### src/rtl/pagedAddrPkg.sv
package pagedAddrPkg;

  typedef enum logic [1:0] {
    MODE_INDIRECT = 2'd0,
    MODE_DISP     = 2'd1,
    MODE_ZPAGE    = 2'd2,
    MODE_DISP_ALT = 2'd3
  } accMode_e;

  // strobes from control to datapath
  typedef struct packed {
    logic dispEn;
    logic zeroPage;
    logic byteAcc;
    logic storeEn;
  } addrStrobe_t;

endpackage

### src/rtl/addrCtrl.sv
module addrCtrl
  import pagedAddrPkg::*;
(
  input  logic [1:0]  accMode,
  input  logic        byteMode,
  input  logic        writeReq,
  output addrStrobe_t strobe
);

  accMode_e modeDec;

  always_comb begin
    modeDec = accMode_e'(accMode);
    strobe  = '0;
    strobe.byteAcc = byteMode;
    strobe.storeEn = writeReq;
    unique case (modeDec)
      MODE_INDIRECT: begin
        strobe.dispEn   = 1'b0;
        strobe.zeroPage = 1'b0;
      end
      MODE_ZPAGE: begin
        strobe.dispEn   = 1'b0;
        strobe.zeroPage = 1'b1;
      end
      MODE_DISP, MODE_DISP_ALT: begin
        strobe.dispEn   = 1'b1;
        strobe.zeroPage = 1'b0;
      end
      default: begin
        strobe.dispEn   = 1'b0;
        strobe.zeroPage = 1'b0;
      end
    endcase
  end

endmodule

### src/rtl/pageRegFile.sv
module pageRegFile #(
  parameter int NUM_REGS = 4,
  parameter int PAGE_W   = 4,
  localparam int SEL_W   = $clog2(NUM_REGS)
) (
  input  logic              clk,
  input  logic              rstN,
  input  logic              pageWrEn,
  input  logic [SEL_W-1:0]  pageWrSel,
  input  logic [PAGE_W-1:0] pageWrData,
  input  logic [SEL_W-1:0]  rdSel,
  output logic [PAGE_W-1:0] rdPage
);

  logic [PAGE_W-1:0] pageQ [NUM_REGS];

  for (genvar gi = 0; gi < NUM_REGS; gi++) begin : gPage
    always_ff @(posedge clk or negedge rstN) begin
      if (!rstN)
        pageQ[gi] <= '0;
      else if (pageWrEn && (pageWrSel == SEL_W'(gi)))
        pageQ[gi] <= pageWrData;
    end
  end

  assign rdPage = pageQ[rdSel];

endmodule

### src/rtl/addrDatapath.sv
module addrDatapath
  import pagedAddrPkg::*;
#(
  parameter int NUM_REGS = 4,
  parameter int ADDR_W   = 16,
  parameter int PAGE_W   = 4,
  parameter int DISP_W   = 4,
  parameter int ZP_W     = 7,
  localparam int SEL_W   = $clog2(NUM_REGS),
  localparam int FULL_W  = ADDR_W + PAGE_W,
  localparam int DATA_W  = 16,
  localparam int LANE_W  = DATA_W / 8
) (
  input  logic                       clk,
  input  logic                       rstN,
  input  addrStrobe_t                strobe,
  input  logic                       pageWrEn,
  input  logic [SEL_W-1:0]           pageWrSel,
  input  logic [PAGE_W-1:0]          pageWrData,
  input  logic [NUM_REGS*ADDR_W-1:0] addrRegsFlat,
  input  logic [SEL_W-1:0]           accSel,
  input  logic [ZP_W-1:0]            dispField,
  input  logic [DATA_W-1:0]          rdData,
  output logic [FULL_W-1:0]          memAddr,
  output logic [LANE_W-1:0]          wrLaneEn,
  output logic [DATA_W-1:0]          alignedRdData
);

  logic [ADDR_W-1:0] regArr [NUM_REGS];
  logic [ADDR_W-1:0] selReg;
  logic [PAGE_W-1:0] selPage;
  logic [DISP_W-1:0] dispAmt;
  logic [DISP_W-1:0] wordIdxSum;
  logic [ADDR_W-1:0] offsetReg;
  logic [FULL_W-1:0] rawAddr;
  logic              lowBit;

  for (genvar gi = 0; gi < NUM_REGS; gi++) begin : gUnpack
    assign regArr[gi] = addrRegsFlat[gi*ADDR_W +: ADDR_W];
  end

  assign selReg = regArr[accSel];

  pageRegFile #(.NUM_REGS(NUM_REGS), .PAGE_W(PAGE_W)) uPages (
    .clk       (clk),
    .rstN      (rstN),
    .pageWrEn  (pageWrEn),
    .pageWrSel (pageWrSel),
    .pageWrData(pageWrData),
    .rdSel     (accSel),
    .rdPage    (selPage)
  );

  // word displacement confined to the 4-bit word index, wraps inside window
  assign dispAmt    = strobe.dispEn ? dispField[DISP_W-1:0] : '0;
  assign wordIdxSum = selReg[DISP_W:1] + dispAmt;

  always_comb begin
    offsetReg           = selReg;
    offsetReg[DISP_W:1] = wordIdxSum;
  end

  always_comb begin
    if (strobe.zeroPage)
      rawAddr = FULL_W'({dispField, 1'b0});
    else
      rawAddr = {selPage, offsetReg};
  end

  assign lowBit = strobe.byteAcc & rawAddr[0];

  always_comb begin
    memAddr    = rawAddr;
    memAddr[0] = lowBit;
  end

  // lane strobes, little-endian
  always_comb begin
    wrLaneEn = '0;
    if (strobe.storeEn) begin
      if (!strobe.byteAcc)
        wrLaneEn = '1;
      else if (lowBit)
        wrLaneEn = LANE_W'(2'b10);
      else
        wrLaneEn = LANE_W'(2'b01);
    end
  end

  // odd byte read: high byte copied down, high byte kept
  always_comb begin
    alignedRdData = rdData;
    if (lowBit)
      alignedRdData[7:0] = rdData[15:8];
  end

endmodule

### src/rtl/pagedAddrGen.sv
module pagedAddrGen
  import pagedAddrPkg::*;
#(
  parameter int NUM_REGS = 4,
  parameter int ADDR_W   = 16,
  parameter int PAGE_W   = 4,
  parameter int DISP_W   = 4,
  parameter int ZP_W     = 7,
  localparam int SEL_W   = $clog2(NUM_REGS),
  localparam int FULL_W  = ADDR_W + PAGE_W
) (
  input  logic                       clk,
  input  logic                       rstN,
  input  logic                       pageWrEn,
  input  logic [SEL_W-1:0]           pageWrSel,
  input  logic [PAGE_W-1:0]          pageWrData,
  input  logic [NUM_REGS*ADDR_W-1:0] addrRegsFlat,
  input  logic [1:0]                 accMode,
  input  logic [SEL_W-1:0]           accSel,
  input  logic [ZP_W-1:0]            dispField,
  input  logic                       byteMode,
  input  logic                       writeReq,
  input  logic [15:0]                rdData,
  output logic [FULL_W-1:0]          memAddr,
  output logic [1:0]                 wrLaneEn,
  output logic [15:0]                alignedRdData
);

  addrStrobe_t strobe;

  addrCtrl uCtrl (
    .accMode (accMode),
    .byteMode(byteMode),
    .writeReq(writeReq),
    .strobe  (strobe)
  );

  addrDatapath #(
    .NUM_REGS(NUM_REGS), .ADDR_W(ADDR_W), .PAGE_W(PAGE_W),
    .DISP_W(DISP_W), .ZP_W(ZP_W)
  ) uPath (
    .clk          (clk),
    .rstN         (rstN),
    .strobe       (strobe),
    .pageWrEn     (pageWrEn),
    .pageWrSel    (pageWrSel),
    .pageWrData   (pageWrData),
    .addrRegsFlat (addrRegsFlat),
    .accSel       (accSel),
    .dispField    (dispField),
    .rdData       (rdData),
    .memAddr      (memAddr),
    .wrLaneEn     (wrLaneEn),
    .alignedRdData(alignedRdData)
  );

endmodule

### config.mk
export PLATFORM = sky130hd
export DESIGN_NAME = pagedAddrGen
export DESIGN_NICKNAME = d
export VERILOG_FILES = /design/src/rtl/pagedAddrPkg.sv /design/src/rtl/addrCtrl.sv /design/src/rtl/pageRegFile.sv /design/src/rtl/addrDatapath.sv /design/src/rtl/pagedAddrGen.sv
export SDC_FILE = /design/constraint.sdc
export NUM_CORES = 1
export LEC_CHECK = 0
export ABC_AREA = 1
export BUFFER_PORTS_ARGS = -buffer_cell sky130_fd_sc_hd__buf_2
export CAP_MARGIN = 20
export CORE_MARGIN = 2
export CORE_UTILIZATION = 36
export CTS_BUF_LIST = sky130_fd_sc_hd__clkbuf_4 sky130_fd_sc_hd__clkbuf_8
export DETAILED_ROUTE_END_ITERATION = 10
export PLACE_DENSITY_LB_ADDON = 0.2
export SETUP_SLACK_MARGIN = 0.2
export SLEW_MARGIN = 10
export SYNTH_ARGS = -nofsm -noshare
export SYNTH_HDL_FRONTEND = slang
export SYNTH_SLANG_ARGS = --single-unit
export TNS_END_PERCENT = 5
### constraint.sdc
create_clock -name clk -period 2.3 [get_ports clk]
set_input_delay 0.46 -clock clk [delete_from_list [all_inputs] [get_ports clk]]
set_output_delay 0.46 -clock clk [all_outputs]
set_load 0.01 [all_outputs]
==> impl_metrics.yaml <==
floorplanning:
  die_w_um: 72.3
  initial_standard_cell_utilization_of_the_core: 0.380
  floorplan.io_pins: 140
  num_rows: 24
  fp.coreArea_um2: 4410
  dieHeight_um: 72.3
  floorplan.die_area_um2: 5220
cells_and_area:
  drive_above_1_share: 0.439
  syn_to_final_growth_pct: 57.9
  top_register: "uPath.uPages.pageQ"
  top_regs: "uPath.uPages.pageQ x16"
  largest_register_ff_count: 16
  antenna-diode-count: 0
  stdcell_area_um2: 2650
  final_nets: 533
  final_cell_utilization_of_the_core: 0.600
clock_tree:
  clk_pin_slew_ns: 0.06
  clock_latency_ns: 0.25
  root_buffer: "sky130_fd_sc_hd__clkbuf_8"
  cts_tree: "done"
  tritoncts.num_buffers: 3
  htreeDepth: 1
  clockBufferDepth: 2
  cts.sink_count: 16
global_routing:
  grt_antenna_before_repair: 0
  grt.overflow.total: 0
  vias_in_the_first_global_route: 2132
  grt_start_max_net_pins: 32
  grt_use_total: 0.215
  grt_first_pass_wirelength_um: 9110
synthesis:
  yosysTopAreaCell: "sky130_fd_sc_hd__dfrtp_1"
  synth-edff-count: 0
  synth_warn: 0
  synthesis.instances: 286
  synth_area_leaders: "sky130_fd_sc_hd__dfrtp_1, sky130_fd_sc_hd__nor2_1, sky130_fd_sc_hd__o21ai_0, sky130_fd_sc_hd__nand2_1, sky130_fd_sc_hd__buf_4"
  synth_top_area_frac: 0.239
  synth.cell_area_um2: 1680
  yosysSeqAreaShare: 0.239
  synth_area_per_cell_um2: 5.87
  synth_cell_types: 25
  synth.cells.most_frequent: "sky130_fd_sc_hd__nor2_1, sky130_fd_sc_hd__nand2_1, sky130_fd_sc_hd__o21ai_0, sky130_fd_sc_hd__dfrtp_1, sky130_fd_sc_hd__inv_1"
  synth_async_sr_flop_share: 1.00
  synthMostInstantiatedCell: "sky130_fd_sc_hd__nor2_1"
  synth_seq_cells: 16
  syn-num-nets: 392
  ys_dominant_reg_cell: "sky130_fd_sc_hd__dfrtp_1"
setup_path:
  max_stage_delay_ns: 0.51
  rr_startpoint: "uPath.uPages.pageQ[8]$_DFFE_PN0P_"
  crit_path_end_kind: "output pin"
  path_delay_family: "adder cells"
  cp.required_ns: 1.84
  cp_slowest_cell: "sky130_fd_sc_hd__fa_2"
  cp-start-kind: "input pin"
  timing.critical_path.arrival_ns: 1.76
  critical_path.startpoint: "accSel[0]"
  cpMostUsedCell: "sky130_fd_sc_hd__nand2_1"
  critical_path_peak_fanout: 5
  crit_buf_inv: 2
  worstSetupPathType: "input pin to output pin"
  crit_path_cell_trace: "buf_12 > o21ai_2 > o22ai_1 > ha_2 > fa_2 > nand2_1 > nand2_1 > buf_2"
place:
  routabilityCongestion: 0.820
  post_dp_cell_area_um2: 2380
  hpwl_um: 4490
  place.port_buffers: 139
hold_path:
  worst_hold_path_type: "input pin to async pin"
timing:
  worstMarginPinSlew_ns: 0.353
  timing.clock.skew_ns: 0
  max_slew_margin: 0.764
  rsz0062_at_grt: "yes"
  final_clock_period_utilization_by_the_worst_path: 0.964
  slew_violations: 0
  fmax_ghz: 0.451
  period_minus_slack_ns: 2.22
  tns_ns: 0
  hold_viol: 0
  setup-violations-final: 0
  holdWs_ns: 0.104
run_status:
  status: "completed"
pwr:
  leakage_nw: 1.47
  vdd_ir_drop_max_mv: 0.505
  power_per_cell_area_nw_per_um2: 415
detailed_routing:
  viasPerCell: 4.76
  drc: 0
  dr.first_iter.drc_count: 90
  detail-route-antenna-nets: 0
  detail_route.wl_per_cell_um: 12.4
  drt_first_pass_iters: 4
  routed_wirelength_um: 5940
  vias: 2276
run:
  max_cap_violations: 0
[final timing paths]
| kind | to | depth (start not counted) | slack, ns |
|---|---|---|---|
| min reg2reg | uPath.uPages.pageQ[0]$_DFFE_PN0P_ | 2 | 0.48 |
| min in group clk | uPath.uPages.pageQ[0]$_DFFE_PN0P_ | 2 | 0.48 |
| max in group asynchronous | uPath.uPages.pageQ[8]$_DFFE_PN0P_ | 1 | 1.94 |
| max | memAddr[2] | 8 | 0.08 |
| max reg2reg | uPath.uPages.pageQ[8]$_DFFE_PN0P_ | 2 | 1.64 |
| min | uPath.uPages.pageQ[9]$_DFFE_PN0P_ | 1 | 0.10 |
[cell type report]
type / instances / area [µm²]
Multi-Input combinational cell: 232 / 1160
Timing Repair inverter: 1 / 6.26
Clock buffer: 4 / 55.1
Fill cell: 460 / 1770
Sequential cell: 16 / 400
Timing Repair Buffer: 157 / 882
Inverter: 16 / 80.1
Tap cell: 52 / 65.1
[per-stage QoR]
step	total power (W)	std cells	setup slack (ns)
floorplan	0.000612	286	0.0560
global placement	0.000801	466	-0.0241
detailed placement	0.000807	466	-0.0647
CTS	0.00109	477	0.0880
global route	0.00119	478	0.0144
finish	0.00110	478	0.0839
[metal layers]
layer	part of all wire	vias to the layer above	GRT usage
met2	0.52	83	0.398
met4	0.017	0	0.0776
li1	-	1204	-
met3	0.069	11	0.0222
met1	0.39	978	0.255
met5	0	-	0
[cells by family (layout without fill, tap and decap cells)]
group,count (synthesis),in the layout,synth area share
simple gates,151,152,0.359
compound gates,75,75,0.232
buf+inv,39,178,0.130
flops,16,16,0.239
fa+ha+maj,4,4,0.0343
xor+xnor,1,1,0.00522
[cells in the final DEF, fill, tap and decap left out, types with 7 or more instances in the layout]
cell type                   n
sky130_fd_sc_hd__inv_1     13
sky130_fd_sc_hd__a21oi_1   12
sky130_fd_sc_hd__buf_4     16
sky130_fd_sc_hd__buf_2    136
sky130_fd_sc_hd__nand3_1   11
sky130_fd_sc_hd__o21ai_0   46
sky130_fd_sc_hd__o21ai_2    7
sky130_fd_sc_hd__dfrtp_1   16
sky130_fd_sc_hd__nand2_1   63
sky130_fd_sc_hd__nor2_1    68
[timing repair]
action,CTS,global route
gates cloned,2,1
endpoints found under the setup margin,14,14
buffers inserted,5,0
pin swaps,10,7
hold buffers,0,0
hold endpoints to repair,0,0
resized for setup,27,11
[where the power goes]
| group | leakage, nW | switching (W) | internal (W) | total [W] |
|---|---|---|---|---|
| Combinational | 1.24 | 0.000262 | 0.000237 | 0.000499 |
| Sequential | 0.200 | 0.0000221 | 0.000326 | 0.000348 |
| Clock | 0.0288 | 0.0000992 | 0.000152 | 0.000251 |
(Power assumes the default switching activity.)
